`config.mk`:
```
export PLATFORM = sky130hd
export DESIGN_NAME = ccd_frame_seq
export DESIGN_NICKNAME = d
export VERILOG_FILES = /design/src/rtl/ccd_seq_pkg.sv /design/src/rtl/ccd_seq_ctrl.sv /design/src/rtl/ccd_seq_dpath.sv /design/src/rtl/ccd_frame_seq.sv
export SDC_FILE = /design/constraint.sdc
export NUM_CORES = 1
export LEC_CHECK = 0
export ABC_AREA = 1
export BUFFER_PORTS_ARGS = -buffer_cell sky130_fd_sc_hd__buf_2
export CAP_MARGIN = 20
export CORE_UTILIZATION = 50
export CTS_CLUSTER_SIZE = 14
export DETAILED_ROUTE_END_ITERATION = 8
export GPL_ROUTABILITY_DRIVEN = 0
export PLACE_DENSITY = 0.69
export SETUP_SLACK_MARGIN = 0.15
export SLEW_MARGIN = 20
export SYNTH_ARGS = -nofsm -noshare
export SYNTH_HDL_FRONTEND = slang
export SYNTH_SLANG_ARGS = --single-unit
```
`constraint.sdc`:
```
create_clock -name clk -period 2.85 [get_ports clk]
set_input_delay 0.1425 -clock clk [delete_from_list [all_inputs] [get_ports clk]]
set_output_delay 0.1425 -clock clk [all_outputs]
set_load 0.05 [all_outputs]
```
`src/rtl/ccd_seq_pkg.sv`:
```
package ccd_seq_pkg;

  typedef enum logic [2:0] {
    SEQ_IDLE,
    SEQ_INTEG,
    SEQ_VSHIFT,
    SEQ_HREAD,
    SEQ_DONE
  } seqState_e;

  // strobes from the control FSM into the datapath
  typedef struct packed {
    logic load;      // capture configuration
    logic clear;     // restart segment counters
    logic runInteg;  // integration segment active
    logic runVert;   // vertical shift segment active
    logic runHorz;   // horizontal readout segment active
    logic rowInc;    // one vertical shift completed
    logic rowClr;    // reset shift counter
    logic done;      // end-of-frame cycle
  } seqStrobe_t;

  // counter comparisons reported back to the control FSM
  typedef struct packed {
    logic intEnd;
    logic vEnd;
    logic hEnd;
    logic rowLast;
    logic rowsDone;
    logic areaMode;
  } seqFlag_t;

endpackage

```
`src/rtl/ccd_seq_ctrl.sv`:
```
module ccd_seq_ctrl
  import ccd_seq_pkg::*;
(
  input  logic       clk,
  input  logic       rstN,
  input  logic       mstart,
  input  seqFlag_t   flags,
  output seqStrobe_t strobes
);

  seqState_e state, stateNxt;

  always_ff @(posedge clk) begin
    if (!rstN) state <= SEQ_IDLE;
    else       state <= stateNxt;
  end

  always_comb begin
    strobes  = '0;
    stateNxt = state;
    unique case (state)
      SEQ_IDLE: begin
        if (mstart) begin
          strobes.load  = 1'b1;
          strobes.clear = 1'b1;
          stateNxt      = SEQ_INTEG;
        end
      end
      SEQ_INTEG: begin
        strobes.runInteg = 1'b1;
        if (flags.intEnd) begin
          strobes.clear  = 1'b1;
          strobes.rowClr = 1'b1;
          stateNxt       = SEQ_VSHIFT;
        end
      end
      SEQ_VSHIFT: begin
        strobes.runVert = 1'b1;
        if (flags.vEnd) begin
          strobes.clear  = 1'b1;
          strobes.rowInc = 1'b1;
          // binning keeps shifting until the last row; area reads every row
          if (!flags.areaMode && !flags.rowLast) stateNxt = SEQ_VSHIFT;
          else                                   stateNxt = SEQ_HREAD;
        end
      end
      SEQ_HREAD: begin
        strobes.runHorz = 1'b1;
        if (flags.hEnd) begin
          strobes.clear = 1'b1;
          stateNxt      = flags.rowsDone ? SEQ_DONE : SEQ_VSHIFT;
        end
      end
      SEQ_DONE: begin
        strobes.done = 1'b1;
        stateNxt     = SEQ_IDLE;
      end
      default: stateNxt = SEQ_IDLE;
    endcase
  end

endmodule

```
`src/rtl/ccd_seq_dpath.sv`:
```
module ccd_seq_dpath
  import ccd_seq_pkg::*;
#(
  parameter int ROWS  = 58,
  parameter int COLS  = 512,
  parameter int LEAD  = 10,
  parameter int TRAIL = 10,
  parameter int BEVEL = 6,
  parameter int INT_W = 16,
  parameter int V_W   = 8,
  parameter int H_W   = 8,
  parameter int V_MIN = 6
)(
  input  logic             clk,
  input  logic             rstN,
  input  logic             cfgMode,
  input  logic [INT_W-1:0] cfgIntCnt,
  input  logic [V_W-1:0]   cfgVertCnt,
  input  logic [H_W-1:0]   cfgHorzCnt,
  input  seqStrobe_t       strobes,
  output seqFlag_t         flags,
  output logic             p1v,
  output logic             p2v,
  output logic             tg,
  output logic             p1h,
  output logic             p2h,
  output logic             sg,
  output logic             rg,
  output logic             shutterOpen,
  output logic             pixValid,
  output logic             frameDone
);

  localparam int ROWS_TOTAL = ROWS + BEVEL;
  localparam int PIX_TOTAL  = LEAD + COLS + TRAIL;
  localparam int ROW_W      = $clog2(ROWS_TOTAL + 1);
  localparam int PIX_W      = $clog2(PIX_TOTAL);
  localparam int TICK_W     = (INT_W > V_W) ? ((INT_W > H_W) ? INT_W : H_W)
                                            : ((V_W > H_W) ? V_W : H_W);
  localparam logic [V_W-1:0] V_FLOOR = V_W'(V_MIN);

  typedef logic [TICK_W-1:0] tick_t;

  logic [INT_W-1:0] intLenQ;
  logic [V_W-1:0]   vWidQ;
  logic [H_W-1:0]   hHalfQ;
  logic             areaQ;

  tick_t            tick;
  logic             half;
  logic [PIX_W-1:0] pixIdx;
  logic [ROW_W-1:0] rowCnt;

  logic tickEndInt, tickEndV, tickEndH, pixLast, pixActive;
  logic vHigh, hHigh;

  // configuration capture with floors
  always_ff @(posedge clk) begin
    if (!rstN) begin
      intLenQ <= INT_W'(1);
      vWidQ   <= V_FLOOR;
      hHalfQ  <= H_W'(1);
      areaQ   <= 1'b0;
    end else if (strobes.load) begin
      intLenQ <= (cfgIntCnt == '0) ? INT_W'(1) : cfgIntCnt;
      vWidQ   <= (cfgVertCnt < V_FLOOR) ? V_FLOOR : cfgVertCnt;
      hHalfQ  <= (cfgHorzCnt == '0) ? H_W'(1) : cfgHorzCnt;
      areaQ   <= cfgMode;
    end
  end

  assign tickEndInt = (tick == tick_t'(intLenQ) - tick_t'(1));
  assign tickEndV   = (tick == tick_t'(vWidQ) - tick_t'(1));
  assign tickEndH   = (tick == tick_t'(hHalfQ) - tick_t'(1));
  assign pixLast    = (pixIdx == PIX_W'(PIX_TOTAL - 1));

  // shared segment counter: tick within a half, half select, pixel index
  always_ff @(posedge clk) begin
    if (!rstN || strobes.clear) begin
      tick   <= '0;
      half   <= 1'b0;
      pixIdx <= '0;
    end else if (strobes.runInteg) begin
      tick <= tick + tick_t'(1);
    end else if (strobes.runVert) begin
      if (tickEndV) begin
        tick <= '0;
        half <= ~half;
      end else begin
        tick <= tick + tick_t'(1);
      end
    end else if (strobes.runHorz) begin
      if (tickEndH) begin
        tick <= '0;
        half <= ~half;
        if (half) pixIdx <= pixIdx + PIX_W'(1);
      end else begin
        tick <= tick + tick_t'(1);
      end
    end
  end

  // vertical shift counter
  always_ff @(posedge clk) begin
    if (!rstN || strobes.rowClr) rowCnt <= '0;
    else if (strobes.rowInc)     rowCnt <= rowCnt + ROW_W'(1);
  end

  // active window decode, variant picked by the leading dummy count
  generate
    if (LEAD == 0) begin : g_noLead
      assign pixActive = (pixIdx < PIX_W'(COLS));
    end else begin : g_lead
      assign pixActive = (pixIdx >= PIX_W'(LEAD)) && (pixIdx < PIX_W'(LEAD + COLS));
    end
  endgenerate

  assign flags.intEnd   = tickEndInt;
  assign flags.vEnd     = half && tickEndV;
  assign flags.hEnd     = half && tickEndH && pixLast;
  assign flags.rowLast  = (rowCnt == ROW_W'(ROWS_TOTAL - 1));
  assign flags.rowsDone = (rowCnt == ROW_W'(ROWS_TOTAL));
  assign flags.areaMode = areaQ;

  // waveform decode
  assign vHigh       = strobes.runVert && !half;
  assign hHigh       = strobes.runHorz && !half;
  assign p2v         = vHigh;
  assign p1v         = ~vHigh;
  assign tg          = vHigh;
  assign p2h         = hHigh;
  assign p1h         = ~hHigh;
  assign sg          = hHigh;
  assign rg          = hHigh && (tick == '0);
  assign pixValid    = strobes.runHorz && pixActive;
  assign shutterOpen = strobes.runInteg;
  assign frameDone   = strobes.done;

endmodule

```
`src/rtl/ccd_frame_seq.sv`:
```
module ccd_frame_seq
  import ccd_seq_pkg::*;
#(
  parameter int ROWS  = 58,
  parameter int COLS  = 512,
  parameter int LEAD  = 10,
  parameter int TRAIL = 10,
  parameter int BEVEL = 6,
  parameter int INT_W = 16,
  parameter int V_W   = 8,
  parameter int H_W   = 8,
  parameter int V_MIN = 6
)(
  input  logic             clk,
  input  logic             rstN,
  input  logic             mstart,
  input  logic             cfgMode,
  input  logic [INT_W-1:0] cfgIntCnt,
  input  logic [V_W-1:0]   cfgVertCnt,
  input  logic [H_W-1:0]   cfgHorzCnt,
  output logic             p1v,
  output logic             p2v,
  output logic             tg,
  output logic             p1h,
  output logic             p2h,
  output logic             sg,
  output logic             rg,
  output logic             shutterOpen,
  output logic             pixValid,
  output logic             frameDone
);

  seqStrobe_t strobes;
  seqFlag_t   flags;

  ccd_seq_ctrl i_ctrl (
    .clk     (clk),
    .rstN    (rstN),
    .mstart  (mstart),
    .flags   (flags),
    .strobes (strobes)
  );

  ccd_seq_dpath #(
    .ROWS(ROWS), .COLS(COLS), .LEAD(LEAD), .TRAIL(TRAIL), .BEVEL(BEVEL),
    .INT_W(INT_W), .V_W(V_W), .H_W(H_W), .V_MIN(V_MIN)
  ) i_dpath (
    .clk         (clk),
    .rstN        (rstN),
    .cfgMode     (cfgMode),
    .cfgIntCnt   (cfgIntCnt),
    .cfgVertCnt  (cfgVertCnt),
    .cfgHorzCnt  (cfgHorzCnt),
    .strobes     (strobes),
    .flags       (flags),
    .p1v         (p1v),
    .p2v         (p2v),
    .tg          (tg),
    .p1h         (p1h),
    .p2h         (p2h),
    .sg          (sg),
    .rg          (rg),
    .shutterOpen (shutterOpen),
    .pixValid    (pixValid),
    .frameDone   (frameDone)
  );

endmodule

```
==> run_results.csv <==
group,metric,value,unit
outcome,outcome,"finished, final reports clean",
detailed_routing,ant_nets,0,
timing,worst_pin_slew,748,ps
synth,synthesis.area,0.00475,mm^2
worst_setup_path,cp_max_fo,14,
synth,syn_nets,783,
synth,ys_ff_latch,70,
synth,synth_area_leaders,"dfxtp_1 (29%), nand2_1 (14%), nor2_1 (9.7%), inv_1 (6.1%), xor2_1 (4.8%)",
synth,avgSynthCellArea,6.43,um^2
cts,cts-resized-gates,0,
power_and_ir_drop,p_total,3.88,mW
worst_setup_path,rr_worst_depth,14,
worst_setup_path,critPathLaunchType,"flip-flop",
timing,rsz0062_at_grt,"no",
global_route,grt_antenna_before_repair,0,
floorplan,design.die.area,0.00990,mm^2
power_and_ir_drop,ir_drop,0.314,mV
power_and_ir_drop,power_density,735,mW/mm^2
timing,fmax,427,MHz
cts,cts_setup_buffers,0,
worst_setup_path,cp_common_cell,"nor2_1",
timing,fin_worst_skew,12.1,ps
cells_and_area,final_nets,826,
timing,holdWs,17.5,ps
place,dp_hpwl,9070,um
timing,slew_viol_final,0,
detailed_routing,drt-pass1-iter-count,5,
detailed_routing,viasPerCell,5.16,
cells_and_area,drive_gt1_share,15.5,%
synth,yosysSeqAreaShare,29.5,%
synth,ys_types,38,
cells_and_area,area_growth,11.1,%
timing,fin_setup_tns,0,ps
worst_hold_path,hp-class,"in2reg",
worst_setup_path,crit_slowest_cell,"dfxtp_1",
synth,yosysTopAreaCell,"dfxtp_1",
synth,synth_edf_count,0,
worst_setup_path,cp.arrival,2570,ps
cts,cts.path.max_buffers,2,
worst_setup_path,endpoint_kind,"flip-flop",
synth,ys_warn_count,0,
global_route,gr-total-overflow,0,
timing,min_period_over_period,82.1,%
cts,clock_latency,360,ps
run,max_cap_viol_count,0,
detailed_routing,vias,4721,
detailed_routing,route.detailed.drc,0,
worst_setup_path,rr_startpoint,"i_dpath.hHalfQ[0]",
cts,clk_pin_slew,80,ps
global_route,grt_pass1_wl,19900,um
cts,htreeDepth,3,
timing,setup_ws,511,ps
cells_and_area,insertedDiodeCount,0,
floorplan,start_util,51.4,%
floorplan,die_h,99.5,um
power_and_ir_drop,power.leakage,2.30,nW
floorplan,num_rows,35,
floorplan,die_x,99.5,um
floorplan,core_area,0.00924,mm^2
cts,cts_root_buf,"clkbuf_8",
synth,synth_cells,739,
floorplan,io_pins,46,
worst_setup_path,crit_required,3080,ps
place,numPortBuffers,45,
synth,synth_ff_type,"dfxtp_1",
timing,max-slew-margin-rel,50.1,%
detailed_routing,drt-initial-drc-count,197,
timing,finalSetupViolCount,0,
cts,hold_buffers,0,
worst_setup_path,slowest_delay,400,ps
place,dp_slack,532,ps
detailed_routing,wl_per_cell,12.8,um
timing,hold_viol_final,0,
worst_hold_path,hold_depth,3,
synth,yosysTopAreaCellShare,29.5,%
cts,cts_tree,"yes",
global_route,grt_pass1_vias,4520,
cts,cts-buffers-inserted,9,
detailed_routing,drt-total-wl,11700,um
worst_setup_path,r2r_setup_slack,510,ps
cts,clock-sinks,70,
global_route,grt_max_degree,53,
synth,postSynth.asyncResetShare,0,%
worst_setup_path,criticalPathCategory,"reg2reg",
worst_setup_path,cp-endpoint,"i_dpath.tick[14]",
worst_setup_path,startpoint,"i_dpath.hHalfQ[0]",
timing,final.min_clock_period,2340,ps
worst_setup_path,crit_chain,"inv_2 -> ha_1 -> nand2_1 -> inv_2 -> nor2_1 -> nor2_1 -> nand2_1 -> nand3_1 -> nor2_1 -> nand3_1 -> nand2_1 -> nand3_1 -> nand2_2 -> nor2_1",
worst_setup_path,worstReg2RegEnd,"i_dpath.tick[14]",
global_route,grt_use_total,25.1,%
critical path: cells and delay by family (launching register included):
kind / cells / cell delay [ps]
and+or+nand+nor: 11 / 1460
buffers and inverters: 2 / 120
adders and majority gates: 1 / 230
DFF: 1 / 400
final cells by class:
class	count	area, um^2
well taps	129	161
inverters	92	345
repair buffers	47	240
multi-input cells	562	2940
clock inverters	4	47.5
flip-flops and latches	70	1400
fillers	905	3960
clock buffers	11	141
synthesized netlist by cell type (9+ instances only):
library cell,count
inv_1,77
inv_2,14
xnor2_1,19
nor3_1,13
nor2_4,9
nor2_2,18
nand3_1,41
nor4_1,10
xor2_1,26
o21ai_0,34
clkbuf_1,9
dfxtp_1,70
a21oi_1,31
nand2_1,174
nor2_1,123
nand4_1,13
power breakdown:
part           total, mW  internal [mW]  switching [mW]
clock network      0.815          0.421           0.394
logic               1.77          0.572            1.20
registers           1.29           1.12           0.169
total               3.88           2.12            1.76
logic make-up (layout without fill, tap and decap cells):
| kind of cell | count (synthesis) | in the layout | synth area share (%) |
|---|---|---|---|
| XOR/XNOR | 47 | 47 | 9.11 |
| AO/OA/AOI/OAI | 83 | 83 | 9.48 |
| adder cells (fa/ha/maj) | 8 | 8 | 2.11 |
| flip-flops | 70 | 70 | 29.5 |
| AND/OR/NAND/NOR | 424 | 424 | 40.8 |
| buffers and inverters | 107 | 154 | 8.98 |
flip-flops by register name, indices dropped and copies added (netlist names):
register	count
i_dpath.hHalfQ	8
i_dpath.half	1
i_dpath.intLenQ	16
i_dpath.vWidQ	8
i_dpath.areaQ	1
i_ctrl.state	3
i_dpath.pixIdx	10
i_dpath.rowCnt	7
i_dpath.tick	16
how the worst min path moves through the flow:
stage                   from                   to  slack (ps)
6_report       cfgIntCnt[11]  i_dpath.intLenQ[11]          20
5_1_grt        cfgHorzCnt[7]    i_dpath.hHalfQ[7]          40
4_1_cts        cfgIntCnt[11]  i_dpath.intLenQ[11]          10
3_5_place_dp   cfgVertCnt[6]     i_dpath.vWidQ[6]         390
3_3_place_gp   cfgVertCnt[6]     i_dpath.vWidQ[6]         380
2_1_floorplan  cfgIntCnt[15]  i_dpath.intLenQ[15]         280
metal layers:
layer  GRT usage (%)  wire length [um]
met1            31.4              5460
met2            42.5              5480
met3            3.87               493
met4            11.3               281
met5               0                 0
metrics by stage:
stage          area (um^2)  std cells  utilization (%)
3_3_place_gp          5090        900             55.1
3_5_place_dp          5090        900             55.1
6_report              5280        915             57.1
4_1_cts               5280        915             57.1
5_1_grt               5280        915             57.1
2_1_floorplan         4770        739                -
layout by cell type (no fill, tap or decap), types with 2 or more instances in the layout:
cell type and count:
xor2_1 26, buf_4 2, nand2_2 5, nand4_1 13, nand3b_1 6, dfxtp_1 70, clkinv_2 2, nand2_1 174
buf_2 45, nor2_1 122, o211ai_1 2, xnor2_1 19, nand3_1 41, clkbuf_8 10, inv_1 77, nor4_1 9
a211oi_1 8, nand2_4 2, inv_2 14, nor2_4 9, nor2_2 19, nand3_2 4, nor3_1 13, o21ai_1 5
o21ai_0 34, a21oi_1 31, or2_2 2, ha_1 8
Note: power is estimated with default switching activity, not from simulation.
